$ cat src/rtl/hpb_pkg.sv
package hpb_pkg;

  typedef enum logic [1:0] {
    SEL_WINDOW = 2'b00,
    SEL_MBOX   = 2'b01,
    SEL_PTR    = 2'b10,
    SEL_STATUS = 2'b11
  } sel_e;

  function automatic logic [15:0] swap16(input logic [15:0] w, input logic en);
    return en ? {w[7:0], w[15:8]} : w;
  endfunction

  function automatic logic [15:0] pack_status(input logic in_full, input logic out_full);
    return {14'd0, out_full, in_full};
  endfunction

endpackage

$ cat src/rtl/hpb_sync.sv
module hpb_sync #(
  parameter int WIDTH = 1,
  parameter logic [WIDTH-1:0] RST_VAL = '0
) (
  input  logic             clk,
  input  logic             rst_n,
  input  logic [WIDTH-1:0] d,
  output logic [WIDTH-1:0] q
);
  for (genvar i = 0; i < WIDTH; i++) begin : g_bit
    logic st1, st2;
    always_ff @(posedge clk or negedge rst_n) begin
      if (!rst_n) begin
        st1 <= RST_VAL[i];
        st2 <= RST_VAL[i];
      end else begin
        st1 <= d[i];
        st2 <= st1;
      end
    end
    assign q[i] = st2;
  end
endmodule

$ cat src/rtl/hpb_window.sv
module hpb_window #(
  parameter int ADDR_W = 16
) (
  input  logic              clk,
  input  logic              rst_n,
  input  logic              ptr_load,
  input  logic [15:0]       ptr_value,
  input  logic              win_wr_done,
  input  logic              win_rd_done,
  input  logic [15:0]       win_wdata,
  input  logic              swap_en,
  output logic [ADDR_W-1:0] ptr,
  output logic [15:0]       win_rdata,
  output logic              mem_req,
  output logic              mem_we,
  output logic [ADDR_W-1:0] mem_addr,
  output logic [15:0]       mem_wdata,
  input  logic [15:0]       mem_rdata
);
  import hpb_pkg::*;

  localparam logic [ADDR_W-1:0] PTR_ONE = ADDR_W'(1);

  logic              data_done;
  logic              fetch_q;
  logic              land_q;
  logic [15:0]       hold_q;

  function automatic logic [ADDR_W-1:0] step_ptr(input logic [ADDR_W-1:0] p);
    return p + PTR_ONE;
  endfunction

  assign data_done = win_wr_done | win_rd_done;

  always_ff @(posedge clk or negedge rst_n) begin
    if (!rst_n) begin
      ptr     <= '0;
      fetch_q <= 1'b1;
      land_q  <= 1'b0;
      hold_q  <= '0;
    end else begin
      if (ptr_load)       ptr <= ptr_value[ADDR_W-1:0];
      else if (data_done) ptr <= step_ptr(ptr);
      fetch_q <= ptr_load | data_done;
      land_q  <= fetch_q & ~win_wr_done;
      if (land_q) hold_q <= mem_rdata;
    end
  end

  assign mem_req   = win_wr_done | fetch_q;
  assign mem_we    = win_wr_done;
  assign mem_addr  = ptr;
  assign mem_wdata = swap16(win_wdata, swap_en);
  assign win_rdata = swap16(hold_q, swap_en);

  assert_ptr_step_R4: assert property (@(posedge clk) disable iff (!rst_n)
    (data_done && !ptr_load) |=> ptr == $past(ptr) + PTR_ONE);

  assert_prefetch_R5: assert property (@(posedge clk) disable iff (!rst_n)
    (data_done && !ptr_load) |=> (mem_req && !mem_we && mem_addr == $past(ptr) + PTR_ONE));

  assert_load_ptr_R2: assert property (@(posedge clk) disable iff (!rst_n)
    ptr_load |=> ptr == $past(ptr_value[ADDR_W-1:0]));

endmodule

$ cat src/rtl/hpb_mailbox.sv
module hpb_mailbox (
  input  logic        clk,
  input  logic        rst_n,
  input  logic        host_wr,
  input  logic [15:0] host_wdata,
  input  logic        host_rd,
  input  logic        cpu_wr,
  input  logic [15:0] cpu_wdata,
  input  logic        cpu_rd,
  output logic [15:0] to_cpu,
  output logic [15:0] to_host,
  output logic        in_full,
  output logic        out_full
);
  always_ff @(posedge clk or negedge rst_n) begin
    if (!rst_n) begin
      to_cpu   <= '0;
      to_host  <= '0;
      in_full  <= 1'b0;
      out_full <= 1'b0;
    end else begin
      if (host_wr) begin
        to_cpu  <= host_wdata;
        in_full <= 1'b1;
      end else if (cpu_rd) begin
        in_full <= 1'b0;
      end
      if (cpu_wr) begin
        to_host  <= cpu_wdata;
        out_full <= 1'b1;
      end else if (host_rd) begin
        out_full <= 1'b0;
      end
    end
  end

  assert_in_full_set_R7: assert property (@(posedge clk) disable iff (!rst_n)
    host_wr |=> (in_full && to_cpu == $past(host_wdata)));

  assert_in_full_clear_R7: assert property (@(posedge clk) disable iff (!rst_n)
    (cpu_rd && !host_wr) |=> !in_full);

  assert_out_rise_R8: assert property (@(posedge clk) disable iff (!rst_n)
    $rose(out_full) |-> $past(cpu_wr));

  assert_out_drop_R8: assert property (@(posedge clk) disable iff (!rst_n)
    (host_rd && !cpu_wr) |=> !out_full);

endmodule

$ cat src/rtl/hostport_bridge.sv
module hostport_bridge #(
  parameter int ADDR_W = 16
) (
  input  logic              clk,
  input  logic              rst_n,
  input  logic              ext_cs_n,
  input  logic              ext_rd_n,
  input  logic              ext_wr_n,
  input  logic [1:0]        ext_addr,
  input  logic [15:0]       ext_data_in,
  output logic [15:0]       ext_data_out,
  output logic              ext_data_oe,
  output logic              host_irq,
  input  logic              swap_en,
  output logic              mem_req,
  output logic              mem_we,
  output logic [ADDR_W-1:0] mem_addr,
  output logic [15:0]       mem_wdata,
  input  logic [15:0]       mem_rdata,
  input  logic              cpu_mb_wr,
  input  logic [15:0]       cpu_mb_wdata,
  input  logic              cpu_mb_rd,
  output logic [15:0]       cpu_mb_rdata,
  output logic              cpu_in_full
);
  import hpb_pkg::*;

  logic [2:0]        strobe_s;
  logic              s_cs_n, s_rd_n, s_wr_n;
  logic              rd_act, wr_act, rd_act_q, wr_act_q;
  logic              rd_done, wr_done;
  logic [1:0]        wr_sel_q, rd_sel_q;
  logic [15:0]       wr_word_q;
  logic [15:0]       rd_word_q;
  logic [ADDR_W-1:0] ptr;
  logic [15:0]       win_rdata;
  logic [15:0]       mbox_to_host;
  logic              in_full, out_full;

  logic              win_wr_done, win_rd_done, ptr_load, mb_wr_done, mb_rd_done;

  hpb_sync #(.WIDTH(3), .RST_VAL(3'b111)) i_sync (
    .clk  (clk),
    .rst_n(rst_n),
    .d    ({ext_cs_n, ext_rd_n, ext_wr_n}),
    .q    (strobe_s)
  );
  assign {s_cs_n, s_rd_n, s_wr_n} = strobe_s;

  assign rd_act  = ~s_cs_n & ~s_rd_n;
  assign wr_act  = ~s_cs_n & ~s_wr_n;
  assign rd_done = rd_act_q & ~rd_act;
  assign wr_done = wr_act_q & ~wr_act;

  assign win_wr_done = wr_done && wr_sel_q == SEL_WINDOW;
  assign mb_wr_done  = wr_done && wr_sel_q == SEL_MBOX;
  assign ptr_load    = wr_done && wr_sel_q == SEL_PTR;
  assign win_rd_done = rd_done && rd_sel_q == SEL_WINDOW;
  assign mb_rd_done  = rd_done && rd_sel_q == SEL_MBOX;

  function automatic logic [15:0] pick_read(input logic [1:0] sel,
                                            input logic [15:0] win,
                                            input logic [15:0] mb,
                                            input logic [ADDR_W-1:0] p,
                                            input logic inf, input logic outf);
    case (sel)
      SEL_WINDOW: return win;
      SEL_MBOX:   return mb;
      SEL_PTR:    return 16'(p);
      default:    return pack_status(inf, outf);
    endcase
  endfunction

  always_ff @(posedge clk or negedge rst_n) begin
    if (!rst_n) begin
      rd_act_q  <= 1'b0;
      wr_act_q  <= 1'b0;
      wr_sel_q  <= '0;
      rd_sel_q  <= '0;
      wr_word_q <= '0;
      rd_word_q <= '0;
    end else begin
      rd_act_q <= rd_act;
      wr_act_q <= wr_act;
      if (wr_act) begin
        wr_sel_q  <= ext_addr;
        wr_word_q <= ext_data_in;
      end
      if (rd_act) rd_sel_q <= ext_addr;
      rd_word_q <= pick_read(ext_addr, win_rdata, mbox_to_host, ptr, in_full, out_full);
    end
  end

  hpb_window #(.ADDR_W(ADDR_W)) i_window (
    .clk        (clk),
    .rst_n      (rst_n),
    .ptr_load   (ptr_load),
    .ptr_value  (wr_word_q),
    .win_wr_done(win_wr_done),
    .win_rd_done(win_rd_done),
    .win_wdata  (wr_word_q),
    .swap_en    (swap_en),
    .ptr        (ptr),
    .win_rdata  (win_rdata),
    .mem_req    (mem_req),
    .mem_we     (mem_we),
    .mem_addr   (mem_addr),
    .mem_wdata  (mem_wdata),
    .mem_rdata  (mem_rdata)
  );

  hpb_mailbox i_mailbox (
    .clk       (clk),
    .rst_n     (rst_n),
    .host_wr   (mb_wr_done),
    .host_wdata(wr_word_q),
    .host_rd   (mb_rd_done),
    .cpu_wr    (cpu_mb_wr),
    .cpu_wdata (cpu_mb_wdata),
    .cpu_rd    (cpu_mb_rd),
    .to_cpu    (cpu_mb_rdata),
    .to_host   (mbox_to_host),
    .in_full   (in_full),
    .out_full  (out_full)
  );

  assign ext_data_out = rd_word_q;
  assign ext_data_oe  = rd_act;
  assign host_irq     = out_full;
  assign cpu_in_full  = in_full;

  assert_oe_select_R10: assert property (@(posedge clk) disable iff (!rst_n)
    ext_data_oe |-> ($past(!ext_cs_n, 2) && $past(!ext_rd_n, 2)));

  assert_commit_after_release_R3: assert property (@(posedge clk) disable iff (!rst_n)
    mem_we |-> ($past(wr_act) && !wr_act));

  assert_irq_source_R8: assert property (@(posedge clk) disable iff (!rst_n)
    $rose(host_irq) |-> $past(cpu_mb_wr));

endmodule

$ cat config.mk
export PLATFORM = sky130hd
export DESIGN_NAME = hostport_bridge
export DESIGN_NICKNAME = d
export VERILOG_FILES = /design/src/rtl/hpb_pkg.sv /design/src/rtl/hpb_sync.sv /design/src/rtl/hpb_window.sv /design/src/rtl/hpb_mailbox.sv /design/src/rtl/hostport_bridge.sv
export SDC_FILE = /design/constraint.sdc
export NUM_CORES = 1
export LEC_CHECK = 0
export ABC_CLOCK_PERIOD_IN_PS = 2700
export CAP_MARGIN = 10
export CORE_MARGIN = 3
export CORE_UTILIZATION = 35
export CTS_CLUSTER_SIZE = 24
export DETAILED_ROUTE_END_ITERATION = 10
export PLACE_DENSITY = 0.69
export SLEW_MARGIN = 15
export SYNTH_ARGS = -nofsm -noshare
export SYNTH_HDL_FRONTEND = slang
export SYNTH_SLANG_ARGS = --single-unit
$ cat constraint.sdc
create_clock -name clk -period 2.7 [get_ports clk]
set_input_delay 0.27 -clock clk [delete_from_list [all_inputs] [get_ports clk]]
set_output_delay 0.27 -clock clk [all_outputs]
set_load 0.01 [all_outputs]
Word level (Yosys, flattened, before mapping)
Index checks and enable logic that the tools add are counted.
- word-level logic and storage cells: 60
- bits in registers: 112
- reductions and logical operators: 11
- eq/ne operators: 5
- muxes and demuxes: 9
- bitwise operators: 14
- add/subtract/negate cells: 1
- operators by type and width (cell ; count):
    2-to-1 mux 16 bit ; 4
    case mux 16 bit (3 select lines) ; 1
    adder 16 x 1 -> 16 bit (second input constant) ; 1
    == test 2 x 1 -> 1 bit (second input constant) ; 3
    zero test 2 bit ; 3
    inverter 1 bit ; 6
    nonzero test 2 bit ; 3
    AND 1 bit ; 5
    logical AND 1 bit ; 5
    == test 2 bit (second input constant) ; 2
    2-to-1 mux 1 bit ; 4
    bitwise OR 1 bit ; 3

Longest topological paths before layout
- depth after elaboration: 8
- gate-level depth with buffers: 8
- depth with buffers taken out: 6

By module
A second synthesis with hierarchy kept.
- cells, all modules: 378
- area, all modules: 5290.1 µm²
- modules (own cells, without submodules) (module ; area an instance (µm²) ; times used ; cells an instance):
    hpb_window ; 2092.0 ; 1 ; 192
    hostport_bridge ; 1651.6 ; 1 ; 103
    hpb_mailbox ; 1366.3 ; 1 ; 74
    hpb_sync ; 180.2 ; 1 ; 9

Worst setup path after synthesis
No wires, ideal clock.
- path type: reg-to-reg
- start point: register i_sync.g_bit[2].st2
- end point: register i_mailbox.to_cpu[10]
- stages on the path, launching flop included: 7
- setup slack: 0.961 ns
- library setup time: 0.125 ns
- clock period less this slack: 1.739 ns
- data arrival time: 1.614 ns
- required time: 2.575 ns
- cells stage by stage: dfstp_2 or2_1 buf_6 inv_8 nor3_4 buf_4 mux2_2
- cells in the longest elaborated chain, start to end: 5
- RTL lines (what ; line ; text):
    start: declaration ; hpb_sync.sv:11 ; logic st1, st2;
    start signal: assignment ; hpb_sync.sv:15 ; st2 <= RST_VAL[i];
    start signal: assignment ; hpb_sync.sv:18 ; st2 <= st1;
    inverter 1 bit ; hostport_bridge.sv:51 ; assign wr_act = ~s_cs_n & ~s_wr_n;
    AND 1 bit ; hostport_bridge.sv:51 ;
    inverter 1 bit ; hostport_bridge.sv:53 ; assign wr_done = wr_act_q & ~wr_act;
    AND 1 bit ; hostport_bridge.sv:53 ;
    logical AND 1 bit ; hostport_bridge.sv:56 ; assign mb_wr_done = wr_done && wr_sel_q == SEL_MBOX;
    end signal: assignment ; hpb_mailbox.sv:23 ; to_cpu <= host_wdata;
    end: declaration ; hpb_mailbox.sv:10 ; output logic [15:0] to_cpu,
Every way passes these cells.
A chain may end at the register's enable or synchronous reset.

Worst setup path in the final report
- start point: register i_sync.g_bit[2].st2
- end point: output port mem_req
- cells in the longest elaborated chain, start to end: 6
- RTL lines (what ; line ; text):
    inverter 1 bit ; hostport_bridge.sv:51 ;
    AND 1 bit ; hostport_bridge.sv:51 ;
    inverter 1 bit ; hostport_bridge.sv:53 ;
    AND 1 bit ; hostport_bridge.sv:53 ;
    logical AND 1 bit ; hostport_bridge.sv:55 ; assign win_wr_done = wr_done && wr_sel_q == SEL_WINDOW;
    bitwise OR 1 bit ; hpb_window.sv:50 ; assign mem_req = win_wr_done | fetch_q;
    end: declaration ; hostport_bridge.sv:15 ; output logic mem_req,
Every way passes these cells.

==> key figures <==
Floorplanning
  – Die W: 125.9 µm
  – Total core area: 13990 µm²
  – Row Count: 43
  – Ports: 127
  – Total die area: 15860 µm²
  – Die span in y: 125.9 µm
  – Initial core utilization: 35.99%

Global route
  – GRT overflow: 0
  – Total Routing Usage GR: 16.74%
  – Largest net degree at the start of global routing: 46
  – First-pass GRT wire length: 21050 µm
  – Number of global-route vias before repair: 3994
  – Initial antenna violation count: 0

STA
  – Hold_ws: 328.8 ps
  – Least-Margin Pin Slew: 873.0 ps
  – Final Setup Violations: 0
  – Clock Skews: 5.512 ps
  – Slew headroom: 41.62%
  – Final WS setup: 257.1 ps
  – Max Transition Viols Final: 0
  – Crit path time final: 2443 ps
  – Fmax: 0.4094 GHz
  – RSZ-0062 raised after global routing: false
  – Final hold vios: 0
  – Setup TNS: 0 ps
  – Tcrit/Tclk final: 90.48%

Clock network
  – Num CTS Buffers: 9
  – Reg clk slew, reported paths: 70 ps
  – Setup Buffers After CTS: 0
  – Sink Count: 112
  – CTS tree: built
  – CTS root buffer: clkbuf_16
  – Clk buf depth: 2
  – H-tree depth: 3
  – Worst-Skew Late Latency: 350 ps

Yosys
  – Sequential element share of the synthesized area: 55.84%
  – Post-Syn Nets: 500
  – Syn Inst Count: 441
  – Cell taking the most area after synthesis: dfrtp_1
  – Most common flop cell mapped by yosys: dfrtp_1
  – Syn. warnings: 0
  – Syn Area/Cell: 11.42 µm²
  – Yosys reg bits: 112
  – Mapped Area: 5035 µm²
  – Synth area leaders: dfrtp_1 (52%), mux2_2 (15%), nand2_1 (5.7%)
  – Number of synthesized flops with an enable pin: 0
  – Yosys top cell area share: 52.19%
  – Yosys cell types: 47
  – Asr flop ratio synth: 100.0%

Setup path
  – CP Buf/Inv Count: 2
  – Startpoint Class: register
  – Critical-path maximum fanout: 22
  – Slowest stage cell, crit path: dfstp_2
  – Crit Path Category: register to output pin
  – CP required: 2430 ps
  – Slowest cell delay on critical path: 530 ps
  – Top Family by Delay on Critical Path: simple AND/OR/NAND/NOR gates
  – CP Capture Type: output pin
  – CP cell instances: or2_1 > inv_8 > nor3_2 > or2_2 > clkdlybuf4s50_1
  – CP arrival: 2170 ps

Place
  – I/O Buffers: 126
  – Pre-CTS setup slack: 457.4 ps
  – Placed Cells: 727
  – DPL Wire Length: 9692 µm
  – Routability cong.: 0.8264

Pwr
  – Power Density: 835.3 nW/µm²
  – Peak VDD IR: 0.3186 mV
  – LEAKAGE: 2.864 nW

Drt
  – DRC: 0
  – DRT antenna net count: 0
  – Via count: 3787
  – Vias per cell: 5.090
  – Drt first pass iters: 4
  – DR iter-0 viols: 135
  – DR WL/cell: 17.60 µm
  – Routed WL: 13100 µm

Final layout
  – P&R area growth vs syn: 35.74%
  – Final core utilization: 48.86%
  – Most frequent cells in the layout: clkdlybuf4s50_1 (124), dfrtp_1 (105), nand2_1 (76)
  – N_diodes: 0
  – Nets: 618
  – Leading cell type in the layout, fill and taps excluded: clkdlybuf4s50_1
  – Share of cells above drive strength 1: 19.50%
  – Final Non-Filler Cells: 744

Status
  – Status: finished, final reports clean

Min path
  – HP Class: primary input to register

Run
  – # Max-Cap Violations: 0
cells by family after synthesis:
group	count (synthesis)	synth area share [%]
DFF	112	55.84
muxes	84	18.89
adders and majority gates	1	0.2485
buffers and inverters	33	3.330
AOI/OAI and AO/OA	70	8.772
and+or+nand+nor	141	12.92
final cells by class:
cell class / instances / area (µm²)
fillers: 1255 / 7154
flip-flops and latches: 112 / 2811
multi-input cells: 296 / 2061
repair buffers: 136 / 1344
clock buffers: 11 / 242.7
well taps: 180 / 225.2
clock inverters: 5 / 127.6
inverters: 4 / 22.52
worst register-to-register path: cells and delay by family, from the launching register on:
| kind | cells | cell delay, ps |
|---|---|---|
| AND/OR/NAND/NOR | 2 | 620 |
| AO/OA/AOI/OAI | 2 | 540 |
| buffers and inverters | 1 | 310 |
| flip-flops | 1 | 530 |
where the power goes:
group	total [W]	internal, W	leakage [nW]	switching (W)
sequential	0.00250	0.00207	1.34	0.000432
clock	0.00161	0.00103	0.176	0.000587
combinational	0.00159	0.000949	1.34	0.000642
total	0.00571	0.00405	2.86	0.00166
timing repair:
action	4_1_cts	5_1_grt
endpoints found under the setup margin	0	1
hold buffers	1	0
endpoints found under the hold margin	43	0
resized for setup	0	1
cell usage after synthesis (4+ instances only):
cell      number
a21oi_1       16
a31oi_1       12
buf_2          7
clkbuf_1      16
dfrtp_1      105
dfstp_2        7
mux2_2        68
mux2i_1       14
nand2_1       76
nand3_1        8
nand4_1        4
nor2_1        24
o21ai_0       23
or3_1          4
registers in the layout, summed over array words and instances (netlist names):
name                cells
wr_act_q                1
i_mailbox.in_full       1
i_sync.g_bit.st2        3
i_window.land_q         1
rd_act_q                1
i_window.hold_q        16
i_sync.g_bit.st1        3
rd_sel_q                2
i_window.mem_addr      16
i_mailbox.to_host      16
i_mailbox.to_cpu       16
i_mailbox.out_full      1
wr_word_q              16
i_window.fetch_q        1
ext_data_out           16
wr_sel_q                2
through the flow:
step / power [W] / area [µm²]
5_1_grt: 0.006026 / 6834
3_3_place_gp: 0.004084 / 6449
6_report: 0.005709 / 6834
3_5_place_dp: 0.004147 / 6449
2_1_floorplan: 0.003175 / 5035
4_1_cts: 0.005775 / 6829
layer usage:
layer | track usage [%] | up-vias | part of all wire (%)
met3 | 2.757 | 14 | 4.2
met5 | 0 | - | 0
met4 | 6.246 | 0 | 1.6
met2 | 28.73 | 99 | 52
li1 | - | 1799 | -
met1 | 21.31 | 1875 | 42
worst paths after layout:
kind / startpoint / to / slack (ps) / depth (start not counted)
min: ext_cs_n / i_sync.g_bit[2].st1 / 330 / 1
min reg2reg: i_sync.g_bit[1].st1 / i_sync.g_bit[1].st2 / 360 / 0
max: i_sync.g_bit[2].st2 / mem_req / 260 / 5
max reg2reg: i_sync.g_bit[2].st2 / i_window.mem_addr[10] / 600 / 5
max in group asynchronous: rst_n / i_mailbox.to_host[11] / 1440 / 3
min in group asynchronous: rst_n / i_mailbox.to_host[12] / 460 / 2
Note: power is estimated with default switching activity, not from simulation.
